$ cat config.mk
export PLATFORM = sky130hd
export DESIGN_NAME = spiRegHost
export DESIGN_NICKNAME = d
export VERILOG_FILES = /design/src/rtl/spiRegHostPkg.sv /design/src/rtl/spiFrameEngine.sv /design/src/rtl/spiAccessSeq.sv /design/src/rtl/spiRegHost.sv
export SDC_FILE = /design/constraint.sdc
export NUM_CORES = 1
export LEC_CHECK = 0
export BUFFER_PORTS_ARGS = -buffer_cell sky130_fd_sc_hd__buf_2
export CORE_MARGIN = 2
export CORE_UTILIZATION = 53
export CTS_CLUSTER_SIZE = 20
export DETAILED_ROUTE_END_ITERATION = 7
export GPL_TIMING_DRIVEN = 0
export PLACE_DENSITY = 0.76
export SYNTH_ARGS = -nofsm -noshare
export SYNTH_HDL_FRONTEND = slang
export SYNTH_SLANG_ARGS = --single-unit
$ cat constraint.sdc
create_clock -name clk -period 2 [get_ports clk]
set_input_delay 0.1 -clock clk [delete_from_list [all_inputs] [get_ports clk]]
set_output_delay 0.1 -clock clk [all_outputs]
set_load 0.02 [all_outputs]
$ cat src/rtl/spiRegHostPkg.sv
package spiRegHostPkg;
  // One-cycle command from the sequencer to the frame engine.
  typedef struct packed {
    logic        start;
    logic        rd;
    logic [1:0]  idx;
    logic [15:0] data;
  } frameCmdT;

  typedef enum logic [2:0] {
    STP_ALO   = 3'd0,
    STP_AHI   = 3'd1,
    STP_SEL   = 3'd2,
    STP_DATA  = 3'd3,
    STP_READ2 = 3'd4
  } stepT;

  typedef enum logic [1:0] {
    ST_IDLE  = 2'd0,
    ST_ISSUE = 2'd1,
    ST_WAIT  = 2'd2
  } seqStateT;
endpackage

$ cat src/rtl/spiFrameEngine.sv
module spiFrameEngine
  import spiRegHostPkg::*;
#(
  parameter int DIV_W = 8
) (
  input  logic             clk,
  input  logic             rstN,
  input  logic [DIV_W-1:0] clkDiv,
  input  frameCmdT         cmd,
  input  logic             miso,
  output logic             sclk,
  output logic             mosi,
  output logic             csN,
  output logic             frameDone,
  output logic [15:0]      rxWord
);
  localparam int FRAME_BITS = 24;
  localparam int BIT_W      = $clog2(FRAME_BITS);
  localparam logic [BIT_W-1:0] LAST_BIT = BIT_W'(FRAME_BITS - 1);

  logic                  active;
  logic [DIV_W-1:0]      cnt;
  logic [BIT_W-1:0]      bitCnt;
  logic [FRAME_BITS-1:0] txSh;
  logic [FRAME_BITS-1:0] rxSh;

  always_ff @(posedge clk or negedge rstN) begin
    if (!rstN) begin
      active    <= 1'b0;
      csN       <= 1'b1;
      sclk      <= 1'b0;
      cnt       <= '0;
      bitCnt    <= '0;
      txSh      <= '0;
      rxSh      <= '0;
      frameDone <= 1'b0;
    end else begin
      frameDone <= 1'b0;
      if (!active) begin
        if (cmd.start) begin
          active <= 1'b1;
          csN    <= 1'b0;
          sclk   <= 1'b0;
          cnt    <= '0;
          bitCnt <= '0;
          // control byte, then data low byte, then data high byte
          txSh   <= {4'b0000, cmd.rd, 1'b0, cmd.idx, cmd.data[7:0], cmd.data[15:8]};
        end
      end else if (cnt == clkDiv) begin
        cnt <= '0;
        if (!sclk) begin
          sclk <= 1'b1;
          rxSh <= {rxSh[FRAME_BITS-2:0], miso};
        end else begin
          sclk <= 1'b0;
          if (bitCnt == LAST_BIT) begin
            active    <= 1'b0;
            csN       <= 1'b1;
            frameDone <= 1'b1;
          end else begin
            bitCnt <= bitCnt + 1'b1;
            txSh   <= {txSh[FRAME_BITS-2:0], 1'b0};
          end
        end
      end else begin
        cnt <= cnt + 1'b1;
      end
    end
  end

  assign mosi   = txSh[FRAME_BITS-1];
  assign rxWord = {rxSh[7:0], rxSh[15:8]};
endmodule

$ cat src/rtl/spiAccessSeq.sv
module spiAccessSeq
  import spiRegHostPkg::*;
(
  input  logic        clk,
  input  logic        rstN,
  input  logic        reqValid,
  input  logic        reqWrite,
  input  logic [31:0] reqAddr,
  input  logic [15:0] reqWdata,
  input  logic        frameDone,
  input  logic [15:0] rxWord,
  output frameCmdT    cmd,
  output logic        busy,
  output logic        done,
  output logic [15:0] rdata
);
  seqStateT    state;
  stepT        step;
  logic [31:0] addrQ;
  logic [31:0] lastAddr;
  logic        lastValid;
  logic        wrQ;
  logic [15:0] wdQ;
  logic        lastStep;

  assign lastStep = (step == STP_READ2) || (step == STP_DATA && wrQ);
  assign busy     = (state != ST_IDLE);

  always_comb begin
    cmd       = '0;
    cmd.start = (state == ST_ISSUE);
    case (step)
      STP_ALO:  begin cmd.idx = 2'd0; cmd.data = addrQ[15:0]; end
      STP_AHI:  begin cmd.idx = 2'd1; cmd.data = {8'h00, addrQ[23:16]}; end
      STP_SEL:  begin cmd.idx = 2'd2; cmd.data = {14'b0, addrQ[27:26]}; end
      STP_DATA: begin
        cmd.idx  = 2'd3;
        cmd.rd   = !wrQ;
        cmd.data = wrQ ? wdQ : 16'h0000;
      end
      default:  begin cmd.idx = 2'd3; cmd.rd = 1'b1; end
    endcase
  end

  always_ff @(posedge clk or negedge rstN) begin
    if (!rstN) begin
      state     <= ST_IDLE;
      step      <= STP_ALO;
      addrQ     <= '0;
      lastAddr  <= '0;
      lastValid <= 1'b0;
      wrQ       <= 1'b0;
      wdQ       <= '0;
      done      <= 1'b0;
      rdata     <= '0;
    end else begin
      done <= 1'b0;
      case (state)
        ST_IDLE: if (reqValid) begin
          addrQ <= reqAddr;
          wrQ   <= reqWrite;
          wdQ   <= reqWdata;
          step  <= (lastValid && reqAddr == lastAddr) ? STP_DATA : STP_ALO;
          state <= ST_ISSUE;
        end
        ST_ISSUE: state <= ST_WAIT;
        default: if (frameDone) begin
          if (lastStep) begin
            done      <= 1'b1;
            lastAddr  <= addrQ;
            lastValid <= 1'b1;
            if (!wrQ) rdata <= rxWord;
            state     <= ST_IDLE;
          end else begin
            step  <= stepT'(step + 3'd1);
            state <= ST_ISSUE;
          end
        end
      endcase
    end
  end
endmodule

$ cat src/rtl/spiRegHost.sv
module spiRegHost
  import spiRegHostPkg::*;
#(
  parameter int DIV_W = 8
) (
  input  logic             clk,
  input  logic             rstN,
  input  logic [DIV_W-1:0] clkDiv,
  input  logic             reqValid,
  input  logic             reqWrite,
  input  logic [31:0]      reqAddr,
  input  logic [15:0]      reqWdata,
  output logic             busy,
  output logic             done,
  output logic [15:0]      rdata,
  output logic             spiSclk,
  output logic             spiMosi,
  output logic             spiCsN,
  input  logic             spiMiso
);
  frameCmdT    cmd;
  logic        frameDone;
  logic [15:0] rxWord;

  spiAccessSeq seqI (
    .clk(clk), .rstN(rstN), .reqValid(reqValid), .reqWrite(reqWrite),
    .reqAddr(reqAddr), .reqWdata(reqWdata), .frameDone(frameDone),
    .rxWord(rxWord), .cmd(cmd), .busy(busy), .done(done), .rdata(rdata)
  );

  spiFrameEngine #(.DIV_W(DIV_W)) engI (
    .clk(clk), .rstN(rstN), .clkDiv(clkDiv), .cmd(cmd), .miso(spiMiso),
    .sclk(spiSclk), .mosi(spiMosi), .csN(spiCsN), .frameDone(frameDone),
    .rxWord(rxWord)
  );
endmodule

==> impl_metrics.tcl <==
set metrics [dict create \
    run_status "finished, violations left" \
    violations "negative setup slack" \
    postSynthCellCount 567 \
    die_area_sq_mm 0.0147 \
    cts_sinks 161 \
    cts_tree "built" \
    whs_ns 0.0231 \
    final_cell_area_sq_mm 0.00965 \
    multi_input_comb_area_sq_mm 0.00326 \
    num_vias 5189 \
    power_density_mw_per_mm2 924 \
    max_freq_mhz 490 \
    die_w_um 121 \
    path_class "reg -> reg" \
    gp_congestion 0.848 \
    gr-max-usage-layer "met2" \
    period_needed_ns 2.04 \
    worst-path-buf-inv 2 \
    wirelength_mm 17.4 \
    drv_cap 0 \
    n_fill_cell 852 \
    drtIter0Drc 286 \
    combPwrFrac_pct 17.3 \
    synthFlopType "dfrtp_1" \
    rsz0062_at_grt "yes" \
    tightest_slew_ns 0.677 \
    drv_slew 0 \
    p_sw_share_pct 27.2 \
    grt_max_degree 97 \
    start_kind "flop" \
    vdd_drop_max_v 0.000642 \
    power_leakage_uw 0.00449 \
    dpl_cell_area_sq_mm 0.00793 \
    nets 814 \
    synth_edf_count 0 \
    hold_path_class "in -> reg" \
    p_seq_share_pct 43.6 \
    port-buffer-count 81 \
    avgRoutedWirePerCell_um 18.6 \
    drive_gt1_share_pct 42.6 \
    dpl.hpwl_mm 11.1 \
    grt_use_met1_pct 30.3 \
    clk_pin_slew_ns 0.06 \
    synthArstFlopShare_pct 100 \
    ys_seq_elements 161 \
    path_delay_family "simple AND/OR/NAND/NOR gates" \
    yosysWarningCount 0 \
    antenna_found_initial 1 \
    setup_ws_ns -0.0407 \
    synth-seq-area-share_pct 55.5 \
    use_met2_pct 42.5 \
    coreArea_sq_mm 0.0133 \
    hold_viol_final 0 \
    die_h_um 121 \
    ant_nets 0 \
    grt_pass1_vias 5520 \
    drt-vias-per-instance 5.55 \
    clkPwrFrac_pct 39.1 \
    drc 0 \
    clk_path_buf_depth 2 \
    path_cells "xor2_1, nor4_4, buf_4, nand3_4, nor2_4, clkbuf_16, mux2_4" \
    start_util_pct 54.6 \
    use_met3_pct 5.03 \
    cpMaxStageDelayCell "dfrtp_1" \
    numCtsBuffers 17 \
    switching_power_uw 2420 \
    cp-end-kind "flop" \
    register_area_sq_mm 0.00403 \
    synth.cell_area_sq_mm 0.00727 \
    overflow 0 \
    yosysUniqueCellTypes 49 \
    relSlewSlack_pct 54.9 \
    cp_data_required_time_ns 2.32 \
    syn_to_final_growth_pct 32.9 \
    clk_latency_ns 0.43 \
    cts_htree_levels 4 \
    setup_viol_count_final 27 \
    first_pass_iters 5 \
    arrival_ns 2.36 \
    utilization_pct 72.6 \
    rows 42 \
    p_int_uw 6500 \
    synth.net_count 635 \
    fin_crit_sh_pct 102 \
    track_usage_pct 24.8 \
    ios 82 \
    slowest_delay_ns 0.40 \
    clock-root-buffer "clkbuf_16" \
    grt_pass1_wl_mm 27.7 \
    place_ws_ns -0.433 \
    worst-path-max-fanout 6 \
    syn_avg_cell_area_sq_um 12.8 \
    finalClockSkew_ns 0.00899 \
]
-- flip-flops by register name, indices dropped and copies added, names as in the netlist, 2 cells and up --
| signal | flops |
|---|---|
| seqI.addrQ | 32 |
| seqI.lastAddr | 32 |
| engI.txSh | 24 |
| engI.rxSh | 16 |
| seqI.rdata | 16 |
| seqI.wdQ | 16 |
| engI.cnt | 8 |
| engI.bitCnt | 5 |
| seqI.step | 3 |
| seqI.state | 2 |
-- synthesized netlist by cell type (9+ instances only) --
cell type	n	share of area (%)
a21oi_1	18	1.2
a22oi_1	9	0.93
clkbuf_1	11	0.57
dfrtp_1	160	55
inv_1	14	0.72
mux2_2	113	18
mux2_4	18	3.7
nand2_1	43	2.2
nand3_1	9	0.62
nor2_1	14	0.72
o21ai_0	31	2.1
xnor2_1	30	3.6
xor2_1	12	1.4
-- layout make-up --
cell class,count,share of cell area (%)
Timing Repair Buffer,163,13.0
Tap cell,176,2.28
Antenna cell,1,0.0259
Multi-Input combinational cell,368,33.8
Buffer,21,2.02
Clock inverter,12,1.87
Clock buffer,19,4.69
Sequential cell,161,41.7
Inverter,14,0.544
-- cell usage in the layout, fill, tap and decap left out, drive strengths merged, types with 2 or more instances in the layout --
master / count
nand2: 43
a22o: 7
clkinvlp: 2
nor4: 8
buf: 122
bufinv: 4
and3: 4
a21oi: 18
ha: 7
xnor2: 30
inv: 16
nand3b: 2
mux2: 131
nor3: 5
xor2: 12
o31ai: 3
nand4: 8
mux2i: 2
a222oi: 2
a22oi: 9
clkinv: 4
o21ai: 34
nand3: 10
nor2b: 2
nor2: 15
clkbuf: 30
dfrtp: 160
dlygate4sd3: 51
and2: 2
or4: 2
or2: 2
-- worst paths after layout --
path | end | slack [ns] | start | cells after the start
setup reg to reg | engI.rxSh[13]$_DFFE_PN0P_ | -0.04 | engI.cnt[4]$_DFFE_PN0P_ | 7
min in group asynchronous | seqI.rdata[9]$_DFFE_PN0P_ | 0.23 | rstN | 2
hold / removal | seqI.state[0]$_DFFE_PN0P_ | 0.02 | reqValid | 3
setup / recovery | engI.rxSh[13]$_DFFE_PN0P_ | -0.04 | engI.cnt[4]$_DFFE_PN0P_ | 7
hold reg to reg | seqI.lastValid$_DFFE_PN0P_ | 0.48 | seqI.lastValid$_DFFE_PN0P_ | 1
max in group asynchronous | seqI.addrQ[20]$_DFFE_PN0P_ | 0.91 | rstN | 3
-- power groups by stage --
stage / clock network (uW) / logic, uW / registers, uW
floorplan: 0 / 822 / 3850
global placement: 0 / 1120 / 3900
detailed placement: 0 / 1190 / 3940
CTS: 3510 / 1430 / 3870
global route: 3660 / 1690 / 3930
finish: 3490 / 1550 / 3890
-- stage by stage --
| step | instances | power, uW | setup TNS, ns |
|---|---|---|---|
| finish | 935 | 8930 | -0.527 |
| global route | 935 | 9280 | -4.39 |
| CTS | 923 | 8810 | -0.775 |
| detailed placement | 825 | 5120 | -31.19 |
| global placement | 824 | 5030 | -249.13 |
| floorplan | 567 | 4670 | 0 |
-- cells by family after synthesis --
kind of cell | Yosys count | synth area share, %
buf+inv | 38 | 2.46
xor+xnor | 42 | 5.06
flops | 161 | 55.5
compound gates | 80 | 6.66
mux | 133 | 21.5
fa+ha+maj | 7 | 1.21
simple gates | 106 | 7.63
-- metal layers --
layer	wire length, um	vias to the layer above
li1	-	2370
met2	9220	139
met3	763	46
met5	0	-
met4	579	0
met1	6860	2634
-- timing repair --
action,CTS,global route
endpoints found under the hold margin,114,0
gates cloned,2,3
hold buffers,51,0
buffers inserted,16,9
pin swaps,9,5
setup endpoints to repair,124,113
resized for setup,41,42
-- tightest hold or removal path, cell delays in order --
cell and delay (ns):
buf_2 0.09, a21oi_1 0.08, a31oi_1 0.14
(Power assumes the default switching activity.)
